==> config.mk <==
export PLATFORM = sky130hd
export DESIGN_NAME = prio_irq_ctrl
export DESIGN_NICKNAME = d
export VERILOG_FILES = /design/src/rtl/prio_irq_ctrl.sv
export SDC_FILE = /design/constraint.sdc
export NUM_CORES = 1
export LEC_CHECK = 0
export BUFFER_PORTS_ARGS = -buffer_cell sky130_fd_sc_hd__clkbuf_2
export CAP_MARGIN = 20
export CORE_ASPECT_RATIO = 0.5
export CORE_MARGIN = 2
export CORE_UTILIZATION = 60
export CTS_BUF_LIST = sky130_fd_sc_hd__clkbuf_16
export CTS_CLUSTER_DIAMETER = 50
export DETAILED_ROUTE_END_ITERATION = 6
export GPL_ROUTABILITY_DRIVEN = 0
export HOLD_SLACK_MARGIN = 0.06
export PLACE_DENSITY = 0.9
export SLEW_MARGIN = 40
export SYNTH_ARGS = -nofsm -noshare
export SYNTH_HDL_FRONTEND = slang
export SYNTH_SLANG_ARGS = --single-unit
==> constraint.sdc <==
create_clock -name clk -period 42.7 [get_ports clk]
set_clock_uncertainty 0.1 [all_clocks]
set_input_delay 4.27 -clock clk [delete_from_list [all_inputs] [get_ports clk]]
set_output_delay 4.27 -clock clk [all_outputs]
set_load 0.05 [all_outputs]
==> src/rtl/prio_irq_ctrl.sv <==
module prio_irq_ctrl #(
  parameter int N_EXT   = 8,
  parameter int N_PER   = 5,
  parameter int VW      = 8,
  parameter int VEC_NMI = 11,
  parameter int VEC_BRK = 12,
  parameter int VEC_EXT = 64,
  parameter int VEC_PER = 72
) (
  input  logic             clk,
  input  logic             rst_n,
  input  logic             nmi_pin,
  input  logic             brk_req,
  input  logic [N_EXT-1:0] ext_irq_n,
  input  logic [N_PER-1:0] periph_req,
  input  logic [3:0]       cpu_mask,
  input  logic             int_ack,
  input  logic             reg_wr,
  input  logic [2:0]       reg_addr,
  input  logic [15:0]      reg_wdata,
  output logic [15:0]      reg_rdata,
  output logic             int_req,
  output logic [VW-1:0]    int_vec,
  output logic [3:0]       int_level
);

  localparam int NS  = 2 + N_EXT + N_PER;
  localparam int IDW = $clog2(NS);
  localparam int PER_BASE = 3;

  logic [2:0]       nmi_s;
  logic [N_EXT-1:0] x1, x2, x3;
  logic             nmi_pol;
  logic [N_EXT-1:0] ext_edge;
  logic [3:0]       ext_pri [N_EXT];
  logic [3:0]       per_pri [N_PER];
  logic             nmi_pend;
  logic [N_EXT-1:0] ext_pend;

  logic [4:0]     best;
  logic [IDW-1:0] win;
  logic           take, nmi_hit;
  logic [N_EXT-1:0] ext_fall;

  assign nmi_hit  = nmi_pol ? (nmi_s[1] & ~nmi_s[2]) : (~nmi_s[1] & nmi_s[2]);
  assign ext_fall = x3 & ~x2;
  assign take     = int_ack & int_req;

  always_ff @(posedge clk or negedge rst_n) begin
    if (!rst_n) begin
      nmi_s <= '0;
      x1 <= '1; x2 <= '1; x3 <= '1;
    end else begin
      nmi_s <= {nmi_s[1:0], nmi_pin};
      x1 <= ext_irq_n; x2 <= x1; x3 <= x2;
    end
  end

  always_ff @(posedge clk or negedge rst_n) begin
    if (!rst_n) begin
      nmi_pol  <= 1'b0;
      ext_edge <= '0;
      for (int k = 0; k < N_EXT; k++) ext_pri[k] <= '0;
      for (int k = 0; k < N_PER; k++) per_pri[k] <= '0;
    end else if (reg_wr) begin
      if (reg_addr == 3'd0) begin
        ext_edge <= reg_wdata[N_EXT-1:0];
        nmi_pol  <= reg_wdata[N_EXT];
      end
      for (int k = 0; k < N_EXT; k++)
        if (int'(reg_addr) == 1 + k/4) ext_pri[k] <= reg_wdata[4*(k%4) +: 4];
      for (int k = 0; k < N_PER; k++)
        if (int'(reg_addr) == PER_BASE + k/2) per_pri[k] <= reg_wdata[4*(k%2) +: 4];
    end
  end

  always_comb begin
    reg_rdata = '0;
    if (reg_addr == 3'd0) reg_rdata[N_EXT:0] = {nmi_pol, ext_edge};
    for (int k = 0; k < N_EXT; k++)
      if (int'(reg_addr) == 1 + k/4) reg_rdata[4*(k%4) +: 4] = ext_pri[k];
    for (int k = 0; k < N_PER; k++)
      if (int'(reg_addr) == PER_BASE + k/2) reg_rdata[4*(k%2) +: 4] = per_pri[k];
  end

  always_ff @(posedge clk or negedge rst_n) begin
    if (!rst_n) begin
      nmi_pend <= 1'b0;
      ext_pend <= '0;
    end else begin
      nmi_pend <= nmi_hit | (nmi_pend & ~(take && win == IDW'(0)));
      for (int k = 0; k < N_EXT; k++)
        ext_pend[k] <= ext_edge[k] &
                       (ext_fall[k] | (ext_pend[k] & ~(take && win == IDW'(2 + k))));
    end
  end

  always_comb begin
    best = '0;
    win  = '0;
    if (nmi_pend) begin
      best = 5'd16;
      win  = IDW'(0);
    end
    if (brk_req && best < 5'd15) begin
      best = 5'd15;
      win  = IDW'(1);
    end
    for (int k = 0; k < N_EXT; k++)
      if ((ext_edge[k] ? ext_pend[k] : ~x2[k]) && {1'b0, ext_pri[k]} > best) begin
        best = {1'b0, ext_pri[k]};
        win  = IDW'(2 + k);
      end
    for (int k = 0; k < N_PER; k++)
      if (periph_req[k] && {1'b0, per_pri[k]} > best) begin
        best = {1'b0, per_pri[k]};
        win  = IDW'(2 + N_EXT + k);
      end
  end

  assign int_req   = best > {1'b0, cpu_mask};
  assign int_level = best[4] ? 4'd15 : best[3:0];

  always_comb begin
    if (win == IDW'(0))             int_vec = VW'(VEC_NMI);
    else if (win == IDW'(1))        int_vec = VW'(VEC_BRK);
    else if (int'(win) < 2 + N_EXT) int_vec = VW'(VEC_EXT + int'(win) - 2);
    else                            int_vec = VW'(VEC_PER + int'(win) - 2 - N_EXT);
  end

  a_r2_nmi_taken: assert property (@(posedge clk) disable iff (!rst_n)
    nmi_pend |-> int_req && int_vec == VW'(VEC_NMI) && int_level == 4'd15);

  a_r3_nmi_held: assert property (@(posedge clk) disable iff (!rst_n)
    nmi_pend && !int_ack |=> nmi_pend);

  a_r4_brk_level: assert property (@(posedge clk) disable iff (!rst_n)
    int_req && int_vec == VW'(VEC_BRK) |-> int_level == 4'd15);

  a_r8_above_mask: assert property (@(posedge clk) disable iff (!rst_n)
    int_req && int_vec != VW'(VEC_NMI) |-> int_level > cpu_mask);

  a_r1_ack_only_when_req: assert property (@(posedge clk) disable iff (!rst_n)
    int_ack |-> int_req);

  for (genvar g = 0; g < N_EXT; g++) begin : g_edge_chk
    a_r5_edge_held: assert property (@(posedge clk) disable iff (!rst_n)
      ext_pend[g] && !int_ack && !(reg_wr && reg_addr == 3'd0) |=> ext_pend[g]);
  end

endmodule

---- Yosys cells after proc, flatten, opt, wreduce, memory -nomap -nowiden ----
Index checks and enable logic that the tools add are counted.
cells by class
  add/subtract/negate cells ............... 5
  $lt $le $gt $ge ......................... 16
  equal/unequal tests ..................... 14
  multiplexer cells ....................... 56
  bitwise gates (word level) .............. 50
  reduce and logical (&&, ||, !) cells .... 31
operator list
  cell                                                                  number
  4-bit 2-to-1 mux                                                      26
  5-bit 2-to-1 mux                                                      15
  4-bit by 5-bit greater-than comparator with 1-bit output              13
  8-bit 2-to-1 mux                                                      3
  1-bit logical AND                                                     23
  1-bit AND                                                             20
  1-bit NOT                                                             19
  7-bit by 4-bit adder with 8-bit output, first input constant          2
  4-bit by 3-bit == test with 1-bit output, second input constant       4
  8-bit by 2-bit subtractor with 8-bit output, second input constant    2
  3-bit == test, second input constant                                  4
  2-bit AND reduction                                                   6
  1-bit 2-to-1 mux                                                      10
  9-bit 2-to-1 mux                                                      1
  1-bit OR                                                              9
  8-bit AND                                                             1
  4-bit by 2-bit == test with 1-bit output, second input constant       2
  4-bit == test, second input constant                                  2
  8-bit NOT                                                             1
  8-bit by 5-bit subtractor with 8-bit output, second input constant    1
  5-bit by 4-bit greater-than comparator with 1-bit output              1
  5-bit by 4-bit < comparator with 1-bit output, second input constant  1
  4-bit by 1-bit == test with 1-bit output, second input constant       1
  4-bit zero test                                                       1
  4 further kinds                                                       4
word-level totals
  register bits after elaboration ......... 97
  input port bits ......................... 42
  output and inout bits ................... 29
  word-level logic and storage cells ...... 193

---- Longest topological paths before layout ----
  depth after elaboration ................. 50
  gate-level depth with buffers ........... 131
  gate-level depth less buffers ........... 123

---- Worst setup path after synthesis ----
Ideal clock, no wire load.
  path type ............................... input to output
  start point ............................. input brk_req
  end point ............................... output int_req
  arrival ................................. 26.528 ns
  required time ........................... 38.330 ns
  path slack .............................. 11.802 ns
  stages on the path ...................... 115
  path buffers ............................ 9
  path through ............................ nand2_1 -> ha_1 -> a21o_1 -> a21oi_1 -> o311ai_1 -> o21ai_0 -> ha_1 -> nand4_1 -> o211ai_1 -> a21oi_1 -> buf_2 -> mux2i_1 -> ha_1 -> a21oi_1 -> nor2_1 -> o221ai_1 -> mux2_2 -> ha_1 -> (+79 left out) -> or4_4 -> nor2_8 -> buf_6 -> mux2_2 -> ha_1 -> o21ai_0 -> nand2b_1 -> a21oi_1 -> nand4bb_1 -> clkbuf_1 -> o21ai_2 -> a211oi_1 -> nor2_1 -> ha_1 -> o21ai_0 -> nand2b_1 -> a21oi_1 -> o21ai_0
between the ends
  cells in the longest elaborated chain, start to end .. 42
RTL lines
  element                                                       RTL line  text
  start, declared                                               13        input logic brk_req,
  1-bit logical AND (*)                                         105       if (brk_req && best < 5'd15) begin
  5-bit 2-to-1 mux (*)                                          105
  4-bit by 5-bit greater-than comparator with 1-bit output      110       if ((ext_edge[k] ? ext_pend[k] : ~x2[k]) && {1'b0, ext_pri[k]} > best) begin
  1-bit logical AND                                             110
  5-bit 2-to-1 mux (*)                                          110
  4-bit by 5-bit greater-than comparator with 1-bit output      110
  1-bit logical AND                                             110
  5-bit 2-to-1 mux (*)                                          110
  (+26 left out)                                                -
  5-bit 2-to-1 mux (*)                                          115       if (periph_req[k] && {1'b0, per_pri[k]} > best) begin
  4-bit by 5-bit greater-than comparator with 1-bit output      115
  1-bit logical AND                                             115
  5-bit 2-to-1 mux (*)                                          115
  4-bit by 5-bit greater-than comparator with 1-bit output      115
  1-bit logical AND                                             115
  5-bit 2-to-1 mux (*)                                          115
  5-bit by 4-bit greater-than comparator with 1-bit output (*)  121       assign int_req = best > {1'b0, cpu_mask};
  end, declared                                                 22        output logic int_req,
Mark *: on every way between the ends. The rest lies on a longest branch, timed or not.

---- Final worst setup path ----
Ends and elaborated chain as after synthesis.

==> key figures <==
Clock tree
  • CTS tree: done
  • CTS buffer count: 9
  • Clock root buffer: clkbuf_16
  • H-Tree Depth: 3
  • Post-CTS Setup Repair Bufs: 0
  • CTS clock-pin slew for the worst setup and hold paths: 0.07 ns
  • Clk_lat worst skew: 0.36 ns
  • # hold bufs at CTS: 0
  • CTS Buffer Depth: 2
  • Post-cts sizing count: 0
  • CTS sink cnt: 97

Setup path
  • Critical path required time: 38.33 ns
  • Reg-to-reg slack, setup: 14.51 ns
  • Crit path capture type: primary output
  • CP arrival: 30.17 ns
  • CP dominant cell by count: ha_1
  • CP peak stage delay: 0.61 ns
  • CP max-delay cell: o311ai_1
  • Worst Setup SP: brk_req
  • Kind of critical path: in -> out
  • Worst r2r src: nmi_pend
  • CP startpoint kind: input port
  • Worst-path maximum fanout: 17

Timing
  • Final hold vios: 0
  • Sum of negative setup slack: 0 ns
  • Least-Margin Pin Slew: 0.859 ns
  • Post-route minimum period: 34.54 ns
  • Peak Freq: 0.0290 GHz
  • RSZ-0062 raised after global routing: false
  • # setup viols final: 0
  • Slew Viols, Final: 0
  • Final period util: 80.9%
  • Rel. slew slack: 42.0%

Yosys
  • Largest area contributor in the synthesized netlist: dfrtp_1
  • Ranking of synthesized cells by area: dfrtp_1 (25%), mux2_2 (9.1%), dfstp_2 (8.5%)
  • Register bit total from synthesis: 97
  • Ys Warns: 0
  • Number of flops mapped to enable cells by yosys: 0
  • Area of the mapped netlist: 7420 um2
  • Seq/Total Area, Yosys: 33.1%
  • Mapped Avg Cell Area: 8.96 um2
  • Post-synth ARST share: 100%
  • Top cell type's share of synthesized area: 24.6%
  • Unique cell type count in the Yosys netlist: 88
  • Post-Syn Instances: 828
  • Prevailing post-synth register cell: dfrtp_1

Job
  • Max_cap viols: 0

Floorplan
  • Die area: 13300 um2
  • Cell Rows: 28
  • IO Pins: 71
  • Core Box Area: 11900 um2
  • Initial core utilization: 62.1%
  • Horiz. Die Dim: 161 um
  • Die Ht: 82.6 um

Drt
  • Routed Antenna Nets: 0
  • DR WL/cell: 21.5 um
  • DRT iter0 DRCs: 995
  • Pre-Repair DR Iteration Count: 7
  • Vias: 7228
  • Final WL: 22.4 mm
  • DRC Markers: 11
  • Via-to-Cell Ratio: 6.92

GRT
  • First-pass GRT wire length: 35.2 mm
  • Grt total ovfl: 0
  • Vias in the first global route: 6876
  • Largest net degree at the start of global routing: 71
  • Gr usage total: 34.4%
  • Initial antenna violation count: 1

Finish
  • Most common cell after layout, fill and taps aside: dfrtp_1
  • Nets: 964
  • Share of layout cells above drive strength 1: 23.8%
  • Commonest non-fill, non-tap cells in the layout: dfrtp_1 (73), nand2_1 (67), clkbuf_2 (67), mux2_2 (60), o21ai_0 (58)
  • Antenna diodes: 0
  • Area Growth Syn to Fin: 10.1%

Min path
  • Min-delay src: x1[2]
  • HP Class: reg -> reg

Place
  • Port Buffer Count: 68
  • Post-DP HPWL: 16.4 mm

Outcome
  • Failing checks: design-rule violations
  • Status: finished with violations
[per-stage QoR]
stage               worst slack, ns  hold WS (ns)  cell area, um2  std cells  util, %
floorplan                     11.80         0.231            7420        829        -
global placement               9.89         0.237            7840       1029     65.6
detailed placement             8.75         0.242            7840       1029     65.7
CTS                            8.59         0.258            8160       1045     68.3
global route                   6.56         0.260            8160       1045     68.3
finish                         8.16         0.258            8160       1045     68.3
[critical path: cells and delay by family]
kind | cells | cell delay (ns)
simple gates | 38 | 8.70
buf+inv | 7 | 0.82
compound gates | 40 | 9.43
fa+ha+maj | 14 | 3.83
mux | 8 | 3.04
[flip-flops by register name, summed over array words and instances, names as in the netlist]
name      count
x3            8
ext_pend      8
nmi_s         3
nmi_pend      1
ext_pri      32
nmi_pol       1
per_pri      20
ext_edge      8
x1            8
x2            8
[layer usage]
metal,global-route usage [%],vias to the layer above,routed length [um]
met5,0,-,10
met4,16.8,2,921
li1,-,3186,-
met3,10.6,131,3100
met2,55.7,563,9690
met1,42.7,3346,8720
[final timing paths]
check | to | depth (start not counted)
worst max-delay path | int_req | 107
worst min-delay path | x2[2] | 0
worst max register to register | ext_pend[3] | 110
worst min register to register | x2[2] | 0
max in group asynchronous | ext_pri[4] | 2
min in group asynchronous | ext_pri[16] | 1
[cell type report]
type	instances	area, um2
Sequential cell	97	2460
Timing Repair Buffer	73	384
Multi-Input combinational cell	640	4600
Fill cell	899	3780
Tap cell	165	206
Clock buffer	9	225
Clock inverter	7	86.3
Inverter	54	203
[synthesized netlist by cell type (4+ instances only)]
cell type and n:
clkbuf_1 28, nand2b_1 11, buf_4 4, and2_1 4, nor4_1 11, or3_1 4
nand4_1 8, o211ai_1 9, a21oi_1 48, and3_1 8, a31oi_1 6, nand3b_1 6
a41oi_1 4, or2_2 6, ha_1 47, a311oi_1 7, mux2_2 60, nand3_1 30
a31o_2 5, dfstp_2 24, a211o_1 4, xnor2_1 5, nor3b_1 5, a22oi_1 20
nor2_1 57, a21o_1 8, o21ai_0 58, o221ai_1 4, dfrtp_1 73, mux2i_1 13
nor3_1 14, inv_1 52, nor2b_1 15, nand2_1 67, o21a_1 5, o31a_1 4
o22ai_1 11, a211oi_1 6
[cells by family after synthesis]
group	after synthesis	share of synthesized area (%)
and+or+nand+nor	269	19.1
AOI/OAI and AO/OA	239	22.0
DFF	97	33.1
buffers and inverters	92	5.11
muxes	77	11.9
adders and majority gates	48	8.06
xor gates and xnor gates	5	0.590
other	1	0.0506
Power is not shown: default switching activity piles up to over one toggle a cycle in this logic, so the estimate is an artifact.
